### config.mk
export PLATFORM = sky130hd
export DESIGN_NAME = ecs_serializer
export DESIGN_NICKNAME = d
export VERILOG_FILES = /design/src/rtl/ecs_pkg.sv /design/src/rtl/ecs_word_capture.sv /design/src/rtl/ecs_init_ctrl.sv /design/src/rtl/ecs_frame_shifter.sv /design/src/rtl/ecs_serializer.sv
export SDC_FILE = /design/constraint.sdc
export NUM_CORES = 1
export LEC_CHECK = 0
export BUFFER_PORTS_ARGS = -buffer_cell sky130_fd_sc_hd__buf_2
export CORE_ASPECT_RATIO = 2
export CORE_UTILIZATION = 56
export DETAILED_ROUTE_END_ITERATION = 10
export MAX_ROUTING_LAYER = met4
export PLACE_DENSITY = 0.86
export REMOVE_ABC_BUFFERS = 1
export SYNTH_ARGS = -nofsm -noshare
export SYNTH_HDL_FRONTEND = slang
export SYNTH_SLANG_ARGS = --single-unit
### constraint.sdc
create_clock -name clk -period 4.5 [get_ports clk]
set_clock_uncertainty 0.05 [all_clocks]
set_input_delay 0.9 -clock clk [delete_from_list [all_inputs] [get_ports clk]]
set_output_delay 0.9 -clock clk [all_outputs]
set_load 0.01 [all_outputs]
### src/rtl/ecs_pkg.sv
package ecs_pkg;

   typedef enum logic {
      FK_DATA = 1'b0,
      FK_SYNC = 1'b1
   } frame_kind_e;

endpackage

### src/rtl/ecs_word_capture.sv
module ecs_word_capture #(
   parameter int DATA_W = 10
) (
   input  logic              clk,
   input  logic              rst_n,
   input  logic              pd_n,
   input  logic              tclk,
   input  logic              edge_sel,
   input  logic [DATA_W-1:0] din,
   output logic [DATA_W-1:0] word_q
);

   logic tclk_q;
   logic cap_stb;

   always_comb begin
      if (edge_sel) cap_stb = tclk_q & ~tclk;
      else          cap_stb = ~tclk_q & tclk;
   end

   always_ff @(posedge clk or negedge rst_n) begin
      if (!rst_n) begin
         tclk_q <= 1'b0;
         word_q <= '0;
      end else begin
         tclk_q <= tclk;
         if (!pd_n)        word_q <= '0;
         else if (cap_stb) word_q <= din;
      end
   end

   // a detected edge loads the word present at that edge
   a_r3_capture: assert property (@(posedge clk) disable iff (!rst_n)
      (cap_stb && pd_n) |=> (word_q == $past(din)));

   // no edge, no change
   a_r3_hold: assert property (@(posedge clk) disable iff (!rst_n)
      (!cap_stb && pd_n) |=> $stable(word_q));

endmodule

### src/rtl/ecs_init_ctrl.sv
module ecs_init_ctrl #(
   parameter int INIT_FRAMES = 1024
) (
   input  logic clk,
   input  logic rst_n,
   input  logic pd_n,
   input  logic frame_load,
   output logic train_req,
   output logic init_busy
);

   localparam int CNT_W = $clog2(INIT_FRAMES + 1);
   localparam logic [CNT_W-1:0] CNT_INIT = CNT_W'(INIT_FRAMES);

   logic [CNT_W-1:0] cnt_q;
   logic             busy_q;

   assign train_req = (cnt_q != '0);
   assign init_busy = busy_q;

   always_ff @(posedge clk or negedge rst_n) begin
      if (!rst_n) begin
         cnt_q  <= CNT_INIT;
         busy_q <= 1'b1;
      end else if (!pd_n) begin
         cnt_q  <= CNT_INIT;
         busy_q <= 1'b1;
      end else if (frame_load) begin
         busy_q <= train_req;
         if (train_req) cnt_q <= cnt_q - 1'b1;
      end
   end

   // a frame started while training remains keeps the busy flag up
   a_r6_busy_training: assert property (@(posedge clk) disable iff (!rst_n)
      (frame_load && train_req && pd_n) |=> init_busy);

   // the flag never rises again without a power-down
   a_r6_no_reentry: assert property (@(posedge clk) disable iff (!rst_n)
      (!init_busy && pd_n) |=> !init_busy);

endmodule

### src/rtl/ecs_frame_shifter.sv
module ecs_frame_shifter
   import ecs_pkg::*;
#(
   parameter int DATA_W = 10
) (
   input  logic              clk,
   input  logic              rst_n,
   input  logic              pd_n,
   input  logic              sync_req,
   input  logic              train_req,
   input  logic [DATA_W-1:0] word,
   output logic              sdata,
   output logic              frame_load
);

   localparam int FRAME_W = DATA_W + 2;
   localparam int HALF    = FRAME_W / 2;
   localparam int SLOT_W  = $clog2(FRAME_W);
   localparam logic [SLOT_W-1:0] LAST = SLOT_W'(FRAME_W - 1);

   logic [SLOT_W-1:0]  slot_q;
   logic [FRAME_W-1:0] fr_q;
   logic [FRAME_W-1:0] sync_pat;
   logic [FRAME_W-1:0] data_pat;
   logic [FRAME_W-1:0] next_fr;
   logic               sd_q;
   frame_kind_e        kind_q;
   frame_kind_e        next_kind;

   for (genvar i = 0; i < FRAME_W; i++) begin : g_sync
      if (i < HALF) begin : g_one
         assign sync_pat[i] = 1'b1;
      end else begin : g_zero
         assign sync_pat[i] = 1'b0;
      end
   end

   assign data_pat   = {1'b0, word, 1'b1};
   assign next_kind  = (sync_req || train_req) ? FK_SYNC : FK_DATA;
   assign next_fr    = (next_kind == FK_SYNC) ? sync_pat : data_pat;
   assign frame_load = (slot_q == LAST) && pd_n;
   assign sdata      = sd_q;

   always_ff @(posedge clk or negedge rst_n) begin
      if (!rst_n) begin
         slot_q <= LAST;
         fr_q   <= '0;
         sd_q   <= 1'b0;
         kind_q <= FK_DATA;
      end else if (!pd_n) begin
         slot_q <= LAST;
         fr_q   <= '0;
         sd_q   <= 1'b0;
         kind_q <= FK_DATA;
      end else if (slot_q == LAST) begin
         slot_q <= '0;
         fr_q   <= next_fr >> 1;
         sd_q   <= next_fr[0];
         kind_q <= next_kind;
      end else begin
         slot_q <= slot_q + 1'b1;
         fr_q   <= fr_q >> 1;
         sd_q   <= fr_q[0];
      end
   end

   // slot counter stays inside the frame
   a_r1_slot_range: assert property (@(posedge clk) disable iff (!rst_n)
      slot_q <= LAST);

   // after a load the next one is a full frame away
   a_r1_advance: assert property (@(posedge clk) disable iff (!rst_n)
      (pd_n && slot_q != LAST) |=> (slot_q == $past(slot_q) + 1'b1));

   // every frame begins with the start bit
   a_r2_start_bit: assert property (@(posedge clk) disable iff (!rst_n)
      (slot_q == '0) |-> sdata);

   // every frame ends with the stop bit
   a_r2_stop_bit: assert property (@(posedge clk) disable iff (!rst_n)
      (slot_q == LAST) |-> !sdata);

   // a request at the boundary gives a training frame
   a_r4_sync_taken: assert property (@(posedge clk) disable iff (!rst_n)
      (frame_load && sync_req) |=> (kind_q == FK_SYNC));

   // training pattern turns to zeros at mid-frame
   a_r4_sync_mid: assert property (@(posedge clk) disable iff (!rst_n)
      (kind_q == FK_SYNC && slot_q == SLOT_W'(HALF)) |-> !sdata);

endmodule

### src/rtl/ecs_serializer.sv
module ecs_serializer #(
   parameter int DATA_W      = 10,
   parameter int INIT_FRAMES = 1024
) (
   input  logic              clk,
   input  logic              rst_n,
   input  logic              tclk,
   input  logic              edge_sel,
   input  logic [DATA_W-1:0] din,
   input  logic              sync_a,
   input  logic              sync_b,
   input  logic              pd_n,
   input  logic              den,
   output logic              sdata,
   output logic              oe,
   output logic              init_busy
);

   initial begin
      assert (DATA_W >= 2 && (DATA_W % 2) == 0)
         else $error("DATA_W must be even and at least 2");
      assert (INIT_FRAMES >= 1)
         else $error("INIT_FRAMES must be at least 1");
   end

   logic [DATA_W-1:0] word_q;
   logic              frame_load;
   logic              train_req;
   logic              sync_req;

   assign sync_req = sync_a | sync_b;
   assign oe       = den & pd_n;

   ecs_word_capture #(.DATA_W(DATA_W)) cap_i (
      .clk      (clk),
      .rst_n    (rst_n),
      .pd_n     (pd_n),
      .tclk     (tclk),
      .edge_sel (edge_sel),
      .din      (din),
      .word_q   (word_q)
   );

   ecs_init_ctrl #(.INIT_FRAMES(INIT_FRAMES)) init_i (
      .clk        (clk),
      .rst_n      (rst_n),
      .pd_n       (pd_n),
      .frame_load (frame_load),
      .train_req  (train_req),
      .init_busy  (init_busy)
   );

   ecs_frame_shifter #(.DATA_W(DATA_W)) shf_i (
      .clk        (clk),
      .rst_n      (rst_n),
      .pd_n       (pd_n),
      .sync_req   (sync_req),
      .train_req  (train_req),
      .word       (word_q),
      .sdata      (sdata),
      .frame_load (frame_load)
   );

   // power-down silences the line on the next edge
   a_r5_pd_quiet: assert property (@(posedge clk) disable iff (!rst_n)
      !pd_n |=> !sdata);

   // no drive during power-down
   a_r8_pd_no_oe: assert property (@(posedge clk) disable iff (!rst_n)
      !pd_n |-> !oe);

   // leaving power-down always starts with a training period
   a_r6_pd_exit_busy: assert property (@(posedge clk) disable iff (!rst_n)
      $rose(pd_n) |-> init_busy);

endmodule

==> flow_summary.yaml, run 1 <==
run_status:
  status: "complete, no violations"
detailed_routing:
  detail_route.vias_per_cell: 6.05
  drt_iter0_drc: 37
  drtAntennaViolNets: 0
  totalWireLength_mm: 3.29
  drc_errors: 0
  vias: 1324
  wl_per_cell_microns: 15.0
  first_pass_iters: 4
logic_synthesis:
  synth_cells: 170
  yosysWarnings: 0
  synth_edf_count: 0
  yosysSeqAreaShare_pct: 55.4
  yosys_register_bits: 38
  ys.flop_type: "dfrtp_1"
  yosys-mux-area-fraction_pct: 1.74
  synth_compound_area_share_pct: 14.3
  synthXorXnorAreaFrac_pct: 1.01
  syn_avg_cell_area_sq_um: 10.2
  netlist_area_sq_um: 1730
  synth_adder_area_share_pct: 2.17
  synth_cell_types: 37
  synth_top_family_by_area: "simple AND/OR/NAND/NOR gates"
  yosys.area_share.simple_pct: 20.3
  async_reset_ff_share_pct: 100
global_routing:
  grt_pass1_wl_mm: 5.47
  grt_use_total_pct: 24.3
  grt_pass1_vias: 1303
  overflow: 0
  grt_max_degree: 39
  antenna_found_initial: 0
placed_design:
  dp_hpwl_mm: 2.28
  gp_congestion: 0.746
  place.port_buffers: 20
power_and_ir_drop:
  power_mw: 0.961
  switching_power_mw: 0.313
  seq_power_share_pct: 47.6
  irDropWorstVdd_mv: 0.421
  power_leakage_nw: 0.880
  clkPwrFrac_pct: 24.3
  comb_power_share_pct: 28.1
  p_per_area_nw_per_um2: 500
  sw_frac_of_total_pct: 32.6
  p_int_mw: 0.648
floorplanning:
  die_y_microns: 80.6
  start_util_pct: 58.7
  die_w_microns: 41.3
  num_io_pins: 21
  fp-row-count: 28
  core_sq_um: 2940
  die_area_sq_um: 3330
clocking:
  htreeDepth: 2
  cts.sinks: 38
  ctsHoldBuffers: 0
  cts_tree: "yes"
  clkSlewWorstSetupHoldPaths_ns: 0.07
  cts_buffers: 5
  cts-resized-gates: 0
  clock_tree.root_cell: "clkbuf_8"
  post_cts_buffers: 0
  clock_latency_ns: 0.29
  clock_path_buffers: 2
timing:
  slew_violations: 0
  finalCriticalPeriod_ns: 2.58
  hold_violations: 0
  worst_pin_slew_ns: 0.809
  fin_crit_sh_pct: 57.4
  max_freq_mhz: 387
  setup_viol: 0
  maxSlewHeadroom_pct: 46.1
  rsz0062_at_grt: "no"
  finalSetupTns_ns: 0
worst_setup_path:
  critical_path_class: "primary input to primary output"
  crit_path_end_kind: "primary output"
  required_ns: 3.55
  cp.arrival_ns: 1.63
  cp_max_fo: 33
  reg2reg_depth: 5
  critPathLaunchType: "primary input"
min_path:
  min_delay_path_depth: 2
  hold_path.class: "flip-flop to flip-flop"
finish:
  drive_gt1_share_pct: 20.1
  area_delta_synth_final_pct: 11.2
  nets: 209
  multi_input_area_sq_um: 683
  antenna_cells: 0
  fillers: 247
  seqCellArea_sq_um: 957
job:
  max-cap-violations: 0
-- placed cells by master (no fill, tap or decap), drive strengths merged, types with 3 or more instances in the layout --
| cell type | n |
|---|---|
| inv | 14 |
| ha | 3 |
| clkbuf | 7 |
| mux2i | 3 |
| nand3 | 14 |
| o21ai | 20 |
| buf | 20 |
| o32ai | 4 |
| nor2 | 7 |
| nand2b | 4 |
| nand2 | 11 |
| or4 | 6 |
| dfstp | 5 |
| dfrtp | 33 |
| a21oi | 11 |
-- state kept, by name (all words and copies together) (netlist names) --
signal,count
init_i.cnt_q,11
shf_i.fr_q,10
cap_i.word_q,10
shf_i.slot_q,4
shf_i.sdata,1
init_i.init_busy,1
cap_i.tclk_q,1
-- cell type report --
class                   instances  share of cell area (%)
flip-flops and latches         38                    49.8
multi-input cells             109                    35.5
repair buffers                 20                    5.21
clock buffers                   7                    4.49
inverters                      14                    2.73
well taps                      30                    1.95
clock inverters                 1                   0.260
-- metal layers --
layer,up-vias,GRT usage (%),part of all wire [%]
met2,34,40.9,57
met5,-,-,0
met4,0,8.71,1.1
li1,637,-,-
met3,4,4.14,3.7
met1,649,27.0,39
-- path summary, 6_finish.rpt --
| kind | startpoint | end | slack [ns] |
|---|---|---|---|
| worst min register to register | shf_i.fr_q[0]$_DFF_PN0_ | shf_i.sdata$_DFF_PN0_ | 0.43 |
| max in group asynchronous | rst_n | shf_i.slot_q[2]$_DFF_PN0_ | 3.23 |
| worst max-delay path | pd_n | oe | 1.92 |
| worst min-delay path | shf_i.fr_q[0]$_DFF_PN0_ | shf_i.sdata$_DFF_PN0_ | 0.43 |
| min in group asynchronous | rst_n | init_i.cnt_q[6]$_DFFE_PN0P_ | 0.65 |
| worst max register to register | shf_i.slot_q[0]$_DFF_PN1_ | init_i.cnt_q[6]$_DFFE_PN0P_ | 2.03 |
-- cells by family (layout without fill, tap and decap cells) --
| group | Yosys count | in the layout |
|---|---|---|
| xor gates and xnor gates | 2 | 2 |
| muxes | 3 | 3 |
| DFF | 38 | 38 |
| and+or+nand+nor | 60 | 60 |
| adders and majority gates | 3 | 3 |
| AOI/OAI and AO/OA | 41 | 41 |
| buffers and inverters | 23 | 42 |
-- power by group through the flow --
stage               logic, mW  clock network (mW)  registers, mW
finish                  0.270               0.234          0.457
global route            0.299               0.251          0.465
CTS                     0.269               0.239          0.456
detailed placement      0.266                   0          0.463
global placement        0.253                   0          0.455
floorplan               0.200                   0          0.449
-- stage by stage --
stage / setup slack [ns] / util [%] / cells / hold WS [ns] / cell area (sq um)
6_report: 1.92 / 65.3 / 219 / 0.425 / 1920
5_1_grt: 1.85 / 65.3 / 219 / 0.468 / 1920
4_1_cts: 1.92 / 65.3 / 219 / 0.426 / 1920
3_5_place_dp: 1.92 / 62.2 / 211 / 0.410 / 1830
3_3_place_gp: 1.93 / 62.2 / 211 / 0.401 / 1830
2_1_floorplan: 2.42 / - / 161 / 0.392 / 1690
-- cells in the mapped netlist (2+ instances only) --
cell type / n / share of area [%]
dfrtp_1: 33 / 48
o21ai_0: 20 / 5.8
inv_1: 14 / 3.0
nand3_1: 14 / 4.1
a21oi_1: 11 / 3.2
nand2_1: 11 / 2.4
clkbuf_1: 7 / 1.5
nor2_1: 7 / 1.5
dfstp_2: 5 / 7.6
or4_1: 5 / 2.2
nand2b_1: 4 / 1.4
o32ai_1: 4 / 2.0
ha_1: 3 / 2.2
mux2i_1: 3 / 1.7
and3_1: 2 / 0.72
nand3b_1: 2 / 0.87
nor4_1: 2 / 0.72
o31ai_1: 2 / 0.87
or3_1: 2 / 0.72
xnor2_1: 2 / 1.0
-- worst max-delay path, cell delays in order --
cell and delay [ns]:
buf_2 0.41, and2_1 0.19, buf_2 0.12
(Power assumes the default switching activity.)
==> inputs of run 2 (changes only) <==
- ABC_AREA: not set -> 1
- clock period: 4.5 -> 2.4 ns (I/O delays scaled with it)
==> run 2 against run 1 <==
  * Critical path depth up 4
  * Area after synthesis up 8.6%
  * Utilization down 1.7 points
  * Clock-buffer cell count up 1
  * Worst setup slack worse by 1.4 ns
  * Non-clock buffer count up 1
  * Final cell count up 28%
  * Die area up 8.3%
  * First-iteration DRC count down 38%
  * Hold slack worse by 0.19 ns
==> flow_summary.yaml, run 2 <==
finish:
  mostFrequentLayoutCell: "nand2_1"
  top_register: "init_i.cnt_q"
  fillers: 296
  drive_gt1_share_pct: 17.3
  antenna_cells: 0
  largest_reg_flops: 11
  layout_common_cells: "nand2_1 (47), dfrtp_1 (33), inv_1 (32)"
  reg.largest.list: "init_i.cnt_q (11), cap_i.word_q (10), shf_i.fr_q (10)"
  nets: 269
  area_delta_synth_final_pct: 8.20
timing:
  hold_violations: 0
  fin_ws_ns: 0.485
  maxSlewHeadroom_pct: 45.4
  fin_crit_sh_pct: 79.8
  finalSetupTns_ns: 0
  finalCriticalPeriod_ns: 1.91
  rsz0062_at_grt: "no"
  setup_viol: 0
  max_freq_mhz: 522
  slew_violations: 0
  worst_pin_slew_ns: 0.819
placed_design:
  place.port_buffers: 20
  gp_congestion: 0.891
  preCtsSetupSlack_ns: 0.473
  dp_hpwl_mm: 2.38
detailed_routing:
  drtAntennaViolNets: 0
  totalWireLength_mm: 3.36
  drt_iter0_drc: 23
  drc_errors: 0
  wl_per_cell_microns: 12.0
  first_pass_iters: 4
  detail_route.vias_per_cell: 5.23
  vias: 1465
floorplanning:
  die_area_sq_um: 3600
  core_sq_um: 3190
  die_y_microns: 83.9
  num_io_pins: 21
  die_w_microns: 42.9
  fp-row-count: 29
  start_util_pct: 58.8
logic_synthesis:
  yosysSeqAreaShare_pct: 51.0
  ys.flop_type: "dfrtp_1"
  syn_avg_cell_area_sq_um: 8.23
  yosysWarnings: 0
  synth_top_family_by_area: "simple AND/OR/NAND/NOR gates"
  yosys.area_share.simple_pct: 26.7
  synthXorXnorAreaFrac_pct: 0.933
  yosys-mux-area-fraction_pct: 0
  synth_cells: 228
  async_reset_ff_share_pct: 100
  yosysTopAreaCell: "dfrtp_1"
  netlist_area_sq_um: 1880
  synth.area.top_cells: "dfrtp_1 (44%), nand2_1 (9.4%), o21ai_0 (8.0%)"
  yosys_register_bits: 38
  synth_top_area_share_pct: 44.0
  synth_edf_count: 0
  yosys-top-cells-count: "nand2_1 (47), dfrtp_1 (33), inv_1 (32)"
  synth_cell_types: 24
  synth_compound_area_share_pct: 8.93
  synth_adder_area_share_pct: 2.00
  yosysMostFrequentCell: "nand2_1"
run_status:
  status: "complete, no violations"
clocking:
  ctsHoldBuffers: 0
  post_cts_buffers: 0
  cts.sinks: 38
  clock_path_buffers: 2
  clock_tree.root_cell: "clkbuf_8"
  clock_latency_ns: 0.29
  cts-resized-gates: 0
  cts_tree: "yes"
  htreeDepth: 2
  clkSlewWorstSetupHoldPaths_ns: 0.07
  cts_buffers: 5
worst_setup_path:
  critPathLaunchType: "flip-flop"
  required_ns: 2.56
  critical_path_class: "flip-flop to flip-flop"
  crit_path_end_kind: "flip-flop"
  ff2ff_setup_slack_ns: 0.49
  cp_max_fo: 14
  cp.arrival_ns: 2.07
global_routing:
  grt_max_degree: 39
  antenna_found_initial: 0
  grt_pass1_wl_mm: 5.97
  grt_use_total_pct: 22.8
  overflow: 0
  grt_pass1_vias: 1448
job:
  max-cap-violations: 0
power_and_ir_drop:
  irDropWorstVdd_mv: 0.660
  p_per_area_nw_per_um2: 1090
  power_leakage_nw: 1.04
min_path:
  hold_path.class: "primary input to async pin"
-- run 2: cell count changes in the layout (fill, tap and decap cells not counted), moves of 3 or more --
cell | previous run | this run
mux2i_1 | 3 | 0
nand2b_1 | 4 | 0
or4_1 | 5 | 0
o21ai_0 | 20 | 30
o32ai_1 | 4 | 0
a21oi_1 | 11 | 0
inv_1 | 14 | 32
nand2_1 | 11 | 47
nor2_1 | 7 | 24
nand3_1 | 14 | 28
-- run 2: layer usage --
metal | routed length, microns | part of all wire (%) | GRT usage (%)
met5 | 0 | 0 | -
met4 | 143 | 4.3 | 15.7
met3 | 78 | 2.3 | 3.68
met2 | 1790 | 53 | 38.0
met1 | 1350 | 40 | 23.2
-- run 2: layout make-up --
class                      instances  area (sq um)  share of cell area [%]
inverter                          33           124                    6.10
timing repair buffer              21           108                    5.30
clock buffer                       8          80.1                    3.94
multi-input combinational        149           723                    35.6
sequential                        38           957                    47.1
tap                               31          38.8                    1.91
-- run 2: logic make-up after synthesis --
kind of cell,after synthesis
AO/OA/AOI/OAI,32
flip-flops,38
XOR/XNOR,2
AND/OR/NAND/NOR,112
adder cells (fa/ha/maj),3
buffers and inverters,41
-- run 2: path summary, 6_finish.rpt --
check | startpoint | cells after the start | endpoint
max | shf_i.slot_q[0]$_DFF_PN1_ | 7 | shf_i.fr_q[8]$_DFF_PN0_
max reg2reg | shf_i.slot_q[0]$_DFF_PN1_ | 7 | shf_i.fr_q[8]$_DFF_PN0_
min in group clk | tclk | 1 | cap_i.tclk_q$_DFF_PN0_
min | rst_n | 1 | shf_i.sdata$_DFF_PN0_
min reg2reg | shf_i.fr_q[0]$_DFF_PN0_ | 2 | shf_i.sdata$_DFF_PN0_
max in group asynchronous | rst_n | 1 | shf_i.fr_q[9]$_DFF_PN0_
-- run 2: report_power, final --
part	total [mW]	switching (mW)	internal [mW]
clock network	0.413	0.206	0.206
registers	0.928	0.114	0.813
logic	0.863	0.563	0.300
-- run 2: stage by stage --
stage,util (%),instances,instance area [sq um],power [mW],hold slack [ns]
after detailed placement,61.1,272,1950,1.81,0.408
final,63.6,280,2030,2.20,0.231
after global routing,63.6,280,2030,2.40,0.259
after CTS,63.6,280,2030,2.23,0.255
after global placement,61.1,272,1950,1.77,0.416
after floorplan,-,220,1800,1.59,0.134
-- run 2: critical path: stages, from the launching register on --
cell and delay (ns):
dfstp_2 0.54, ha_1 0.18, inv_1 0.05, nor2_1 0.12
nand2_2 0.12, inv_1 0.31, nand4_1 0.25, o21ai_0 0.22
